**src/rtl/drt_pkg.sv**
```systemverilog
package drt_pkg;

    typedef enum logic {
        ST_HELD     = 1'b1,
        ST_RELEASED = 1'b0
    } rst_state_e;

    typedef struct packed {
        logic clear;
        logic advance;
    } cnt_ctl_t;

    function automatic cnt_ctl_t make_ctl(input logic level, input logic held, input logic tick);
        cnt_ctl_t c;
        c.clear   = ~level;
        c.advance = level & held & tick;
        return c;
    endfunction

endpackage

```
**src/rtl/drt_mclr_select.sv**
```systemverilog
module drt_mclr_select #(
    parameter int SYNC_STAGES = 0
) (
    input  logic clk,
    input  logic rst,
    input  logic mclr_pin,
    input  logic mclr_disable,
    output logic mclr_level
);
    logic raw_level;
    assign raw_level = mclr_disable | mclr_pin;

    generate
        if (SYNC_STAGES == 0) begin : g_direct
            assign mclr_level = raw_level;
        end else begin : g_sync
            logic [SYNC_STAGES-1:0] sync_q;
            always_ff @(posedge clk) begin
                if (rst) sync_q <= '0;
                else     sync_q <= {sync_q[SYNC_STAGES-2:0], raw_level};
            end
            assign mclr_level = sync_q[SYNC_STAGES-1];
        end
    endgenerate
endmodule

```
**src/rtl/drt_counter.sv**
```systemverilog
module drt_counter
    import drt_pkg::*;
#(
    parameter int CNT_W = 16
) (
    input  logic             clk,
    input  logic             rst,
    input  cnt_ctl_t         ctl,
    input  logic [CNT_W-1:0] term_count,
    output logic [CNT_W-1:0] count,
    output logic             expire
);
    localparam int EXT_W = CNT_W + 1;
    logic [EXT_W-1:0] next_ext;

    assign next_ext = {1'b0, count} + EXT_W'(1);
    assign expire   = ctl.advance && (next_ext >= {1'b0, term_count});

    always_ff @(posedge clk) begin
        if (rst || ctl.clear)            count <= '0;
        else if (ctl.advance && !expire) count <= next_ext[CNT_W-1:0];
    end
endmodule

```
**src/rtl/drt_latch.sv**
```systemverilog
module drt_latch
    import drt_pkg::*;
(
    input  logic clk,
    input  logic rst,
    input  logic set_req,
    input  logic clr_req,
    output logic held
);
    rst_state_e state;

    always_ff @(posedge clk) begin
        if (rst || set_req) state <= ST_HELD;
        else if (clr_req)   state <= ST_RELEASED;
    end

    assign held = (state == ST_HELD);
endmodule

```
**src/rtl/dly_reset_timer.sv**
```systemverilog
module dly_reset_timer
    import drt_pkg::*;
#(
    parameter int CNT_W       = 16,
    parameter int SYNC_STAGES = 0
) (
    input  logic             clk,
    input  logic             rst,
    input  logic             mclr_pin,
    input  logic             mclr_disable,
    input  logic             osc_tick,
    input  logic [CNT_W-1:0] term_count,
    output logic             chip_rst
);
    logic             mclr_level;
    logic             held;
    logic             expire;
    logic [CNT_W-1:0] cnt_q;
    cnt_ctl_t         ctl;

    drt_mclr_select #(.SYNC_STAGES(SYNC_STAGES)) u_sel (
        .clk(clk), .rst(rst), .mclr_pin(mclr_pin),
        .mclr_disable(mclr_disable), .mclr_level(mclr_level)
    );

    assign ctl = make_ctl(mclr_level, held, osc_tick);

    drt_counter #(.CNT_W(CNT_W)) u_cnt (
        .clk(clk), .rst(rst), .ctl(ctl), .term_count(term_count),
        .count(cnt_q), .expire(expire)
    );

    drt_latch u_latch (
        .clk(clk), .rst(rst), .set_req(ctl.clear),
        .clr_req(expire), .held(held)
    );

    assign chip_rst = held;
endmodule

```
**config.mk**
```make
export PLATFORM = sky130hd
export DESIGN_NAME = dly_reset_timer
export DESIGN_NICKNAME = d
export VERILOG_FILES = /design/src/rtl/drt_pkg.sv /design/src/rtl/drt_mclr_select.sv /design/src/rtl/drt_counter.sv /design/src/rtl/drt_latch.sv /design/src/rtl/dly_reset_timer.sv
export SDC_FILE = /design/constraint.sdc
export NUM_CORES = 1
export LEC_CHECK = 0
export BUFFER_PORTS_ARGS = -buffer_cell sky130_fd_sc_hd__buf_4
export CORE_UTILIZATION = 60
export CTS_BUF_LIST = sky130_fd_sc_hd__clkbuf_16
export CTS_CLUSTER_DIAMETER = 100
export DETAILED_ROUTE_END_ITERATION = 12
export PLACE_DENSITY = 0.8
export SYNTH_ARGS = -nofsm -noshare
export SYNTH_HDL_FRONTEND = slang
export SYNTH_HIERARCHICAL = 1
export SYNTH_SLANG_ARGS = --single-unit
```
**constraint.sdc**
```tcl
create_clock -name clk -period 8.61 [get_ports clk]
set_input_delay 0 -clock clk [delete_from_list [all_inputs] [get_ports clk]]
set_output_delay 0 -clock clk [all_outputs]
set_load 0.01 [all_outputs]
```
==> impl_results.md <==
- Fmax: approximately 270 MHz
- Post-synthesis sequential area ratio: 24.18%
- DIE AREA: ~2500 sq um
- Mapped Nets: 213
- Pwr/cell area: ~120 nW/um^2
- Final Instance Area: about 1700 sq um
- Antenna viol nets, final: 0
- Most Crowded Layer GR: met2
- Worst hold path stage count: 5
- Synth cell types: 35
- Routed vias: 1277
- Final wirelength: approximately 3000 um
- Worst setup margin: roughly 4.9 ns
- Met2 Use GR: 46.44%
- Maxcap violations: 0
- R2R depth: 12
- IO Pins: 22
- Die Span Y: slightly above 50 um
- GRT Util Overall: around 26%
- Worst-Margin Slew: ~0.88 ns
- Post-place instance area: about 1600 sq um
- Port bufs: 21
- Crit path max fanout: 16
- Synth area leader: dfxtp_1
- DRT Pass-1 Iters: 4
- Share of the synthesized area in the top cell type: about a quarter
- Min cycle time layout: 3.710 ns
- Layout Nets: between 200 and 250
- # Post-CTS Setup Buffers: 0
- Cell Area, Synth: ~1400 sq um
- Clk_skew: about 0.0030 ns
- Num Clock Sinks: 17
- Crit path required time: 8.74 ns
- 1st-iter DRT viols: 26
- Met1 usage: 29.26%
- Total CTS buffers: 3
- Area contributors post-synth: dfxtp_1 24%, ha_1 15%, xnor2_1 7.5%, or3_1 6.2%, inv_1 5.9%
- Chip width: 50.44 um
- Tcrit/Tclk final: 43.09%
- # setup viols final: 0
- Root Buffer: clkbuf_16
- Antenna cells: 0
- Initial antenna violation count: 0
- First-pass GRT wire length: between 4000 and 5000 um
- GR Layer Usage met3: between 3 and 4%
- Clock-pin slew on the worst setup and hold paths: approximately 0.05 ns
- Share of cells above drive strength 1: around 17%
- Final HPWL DP: about 2200 um
- R2R Path Start: u_cnt/count[2]
- Hold Path Class: input pin to flop
- Kind of critical path: flop to flop
- H-tree depth: 1
- Row Count: 17
- Synthesized flop and latch total: 17
- Max Root-Sink Buffers: 2
- Synth Flop Type: dfxtp_1
- Outcome: finished clean
- CP Data Arrival Time: roughly 3.8 ns
- GRT overflow: 0
- Max Slew Vio Count: 0
- Crit path capture type: flop
- Relative slew margins: 41.48%
- Asr flop ratio synth: 0%
- Clock Latency Late Sink: between 0.2 and 0.3 ns
- RSZ-0062 raised after global routing: no
- Syn avg cell area: roughly 8 sq um
- Fill cells: about 180
- Pwr Total: 0.0001956 W
- Drt via density: 5.701
- Reg2reg setup slack: approximately 4.9 ns
- Final setup TNS: 0 ns
- Yosys warnings: 6
- Hold Startpoint: mclr_disable
- Final hold violation count: 0
- DRC Markers: 0
- Dpl ws: roughly 5 ns
- Synth Instances: around 180
- Pin count of the biggest net entering global routing: 17
- RePlAce Congestion: ~0.83
- Vias in the first global route: 1161
- Post-synth EDFFs: 0
- Startpoint Class: flop
- Leak: between 0.7 and 0.8 nW
- Worst VDD drop: about 0.0001 V
- Hold WS: ~0.16 ns
- Routed wire length per instance: around 13 um
- Initial Utilization: 63.63%
- Reg-to-Reg End: u_cnt/count[1]
- Core Area: ~2200 sq um
- Hold endpoint: u_latch/held
- P&R area growth vs syn: 18.76%
- TritonCTS clock tree: done
area by class of cell:
class	instances	area, sq um	share of cell area, %
inverters	22	82.58	4.940
repair buffers	23	175.2	10.48
flip-flops and latches	17	340.3	20.36
clock inverters	1	3.754	0.2246
well taps	28	35.03	2.096
clock buffers	3	75.07	4.491
multi-input cells	130	959.7	57.41
worst max-delay path, cell delays in order, from the launching register on:
cell and delay, ns:
dfxtp_1 0.44, and4_1 0.27, nand4_2 0.19, nor2_1 0.29, nand3_1 0.18, xnor2_1 0.17, ha_1 0.30, nand3_1 0.11
or2_2 0.32, o2111ai_1 0.73, buf_4 0.33, mux2i_1 0.19, nor2_1 0.05
stage by stage:
step / utilization, % / instances
3_5_place_dp: 71.55 / 219
4_1_cts: 75.57 / 224
6_report: 75.57 / 224
2_1_floorplan: - / 175
3_3_place_gp: 71.55 / 219
5_1_grt: 75.57 / 224
power by group:
group	internal [W]	switching, W	total (W)
Sequential	0.0000793	0.00000113	0.0000805
Combinational	0.0000112	0.0000105	0.0000217
Clock	0.0000618	0.0000317	0.0000935
worst max-delay path by stage:
| stage | from | endpoint | slack [ns] | cells after the start |
|---|---|---|---|---|
| after floorplan | u_cnt/count[0] | u_cnt/count[3] | 5.70 | 13 |
| after global placement | u_cnt/count[4] | u_cnt/count[1] | 5.09 | 12 |
| after detailed placement | u_cnt/count[2] | u_cnt/count[1] | 4.97 | 12 |
| after CTS | u_cnt/count[2] | u_cnt/count[1] | 4.94 | 12 |
| after global routing | u_cnt/count[2] | u_cnt/count[1] | 4.64 | 12 |
| final | u_cnt/count[2] | u_cnt/count[1] | 4.90 | 12 |
cells in the mapped netlist (all sizes together), types with 2 or more instances:
cell type,count
ha,17
a21o,2
o21bai,2
xor2,3
or2,3
nor2,6
dfxtp,17
nand3,9
or3,14
and4,2
xnor2,12
and3,5
inv,22
nand4,7
o21ai,18
clkbuf,3
buf,3
a211oi,2
a21oi,16
nand2,3
routing by layer:
layer / up-vias / part of all wire [%]
met3: 5 / 2.7
met2: 23 / 50
met5: - / 0
met4: 0 / 2.0
met1: 585 / 45
li1: 664 / -
cell families (layout without fill, tap and decap cells):
family / count (synthesis) / count (layout) / share of synthesized area (%)
DFF: 17 / 17 / 24.18
muxes: 1 / 1 / 0.7111
xor gates and xnor gates: 15 / 15 / 9.334
AOI/OAI and AO/OA: 44 / 44 / 20.71
buffers and inverters: 28 / 49 / 7.644
adders and majority gates: 17 / 17 / 15.11
and+or+nand+nor: 53 / 53 / 22.31
registers in the layout (all words and copies together), names as in the netlist:
register	cells
u_cnt/count	16
u_latch/held	1
what timing repair did:
item,CTS,global route
resized for setup,0,0
endpoints found under the hold margin,1,0
hold buffers,1,0
cell usage in the layout (no fill, tap or decap), types with 2 or more instances in the layout:
master	n
a211oi_1	2
a21o_1	2
a21oi_1	14
a21oi_2	2
and3_1	5
and4_1	2
buf_4	22
clkbuf_16	3
dfxtp_1	17
ha_1	17
inv_1	23
nand2_1	3
nand3_1	9
nand4_1	6
nor2_1	6
o21ai_0	16
o21bai_1	2
or2_2	2
or3_1	14
xnor2_1	12
xor2_1	3
Power figures use the tool's default switching activity.
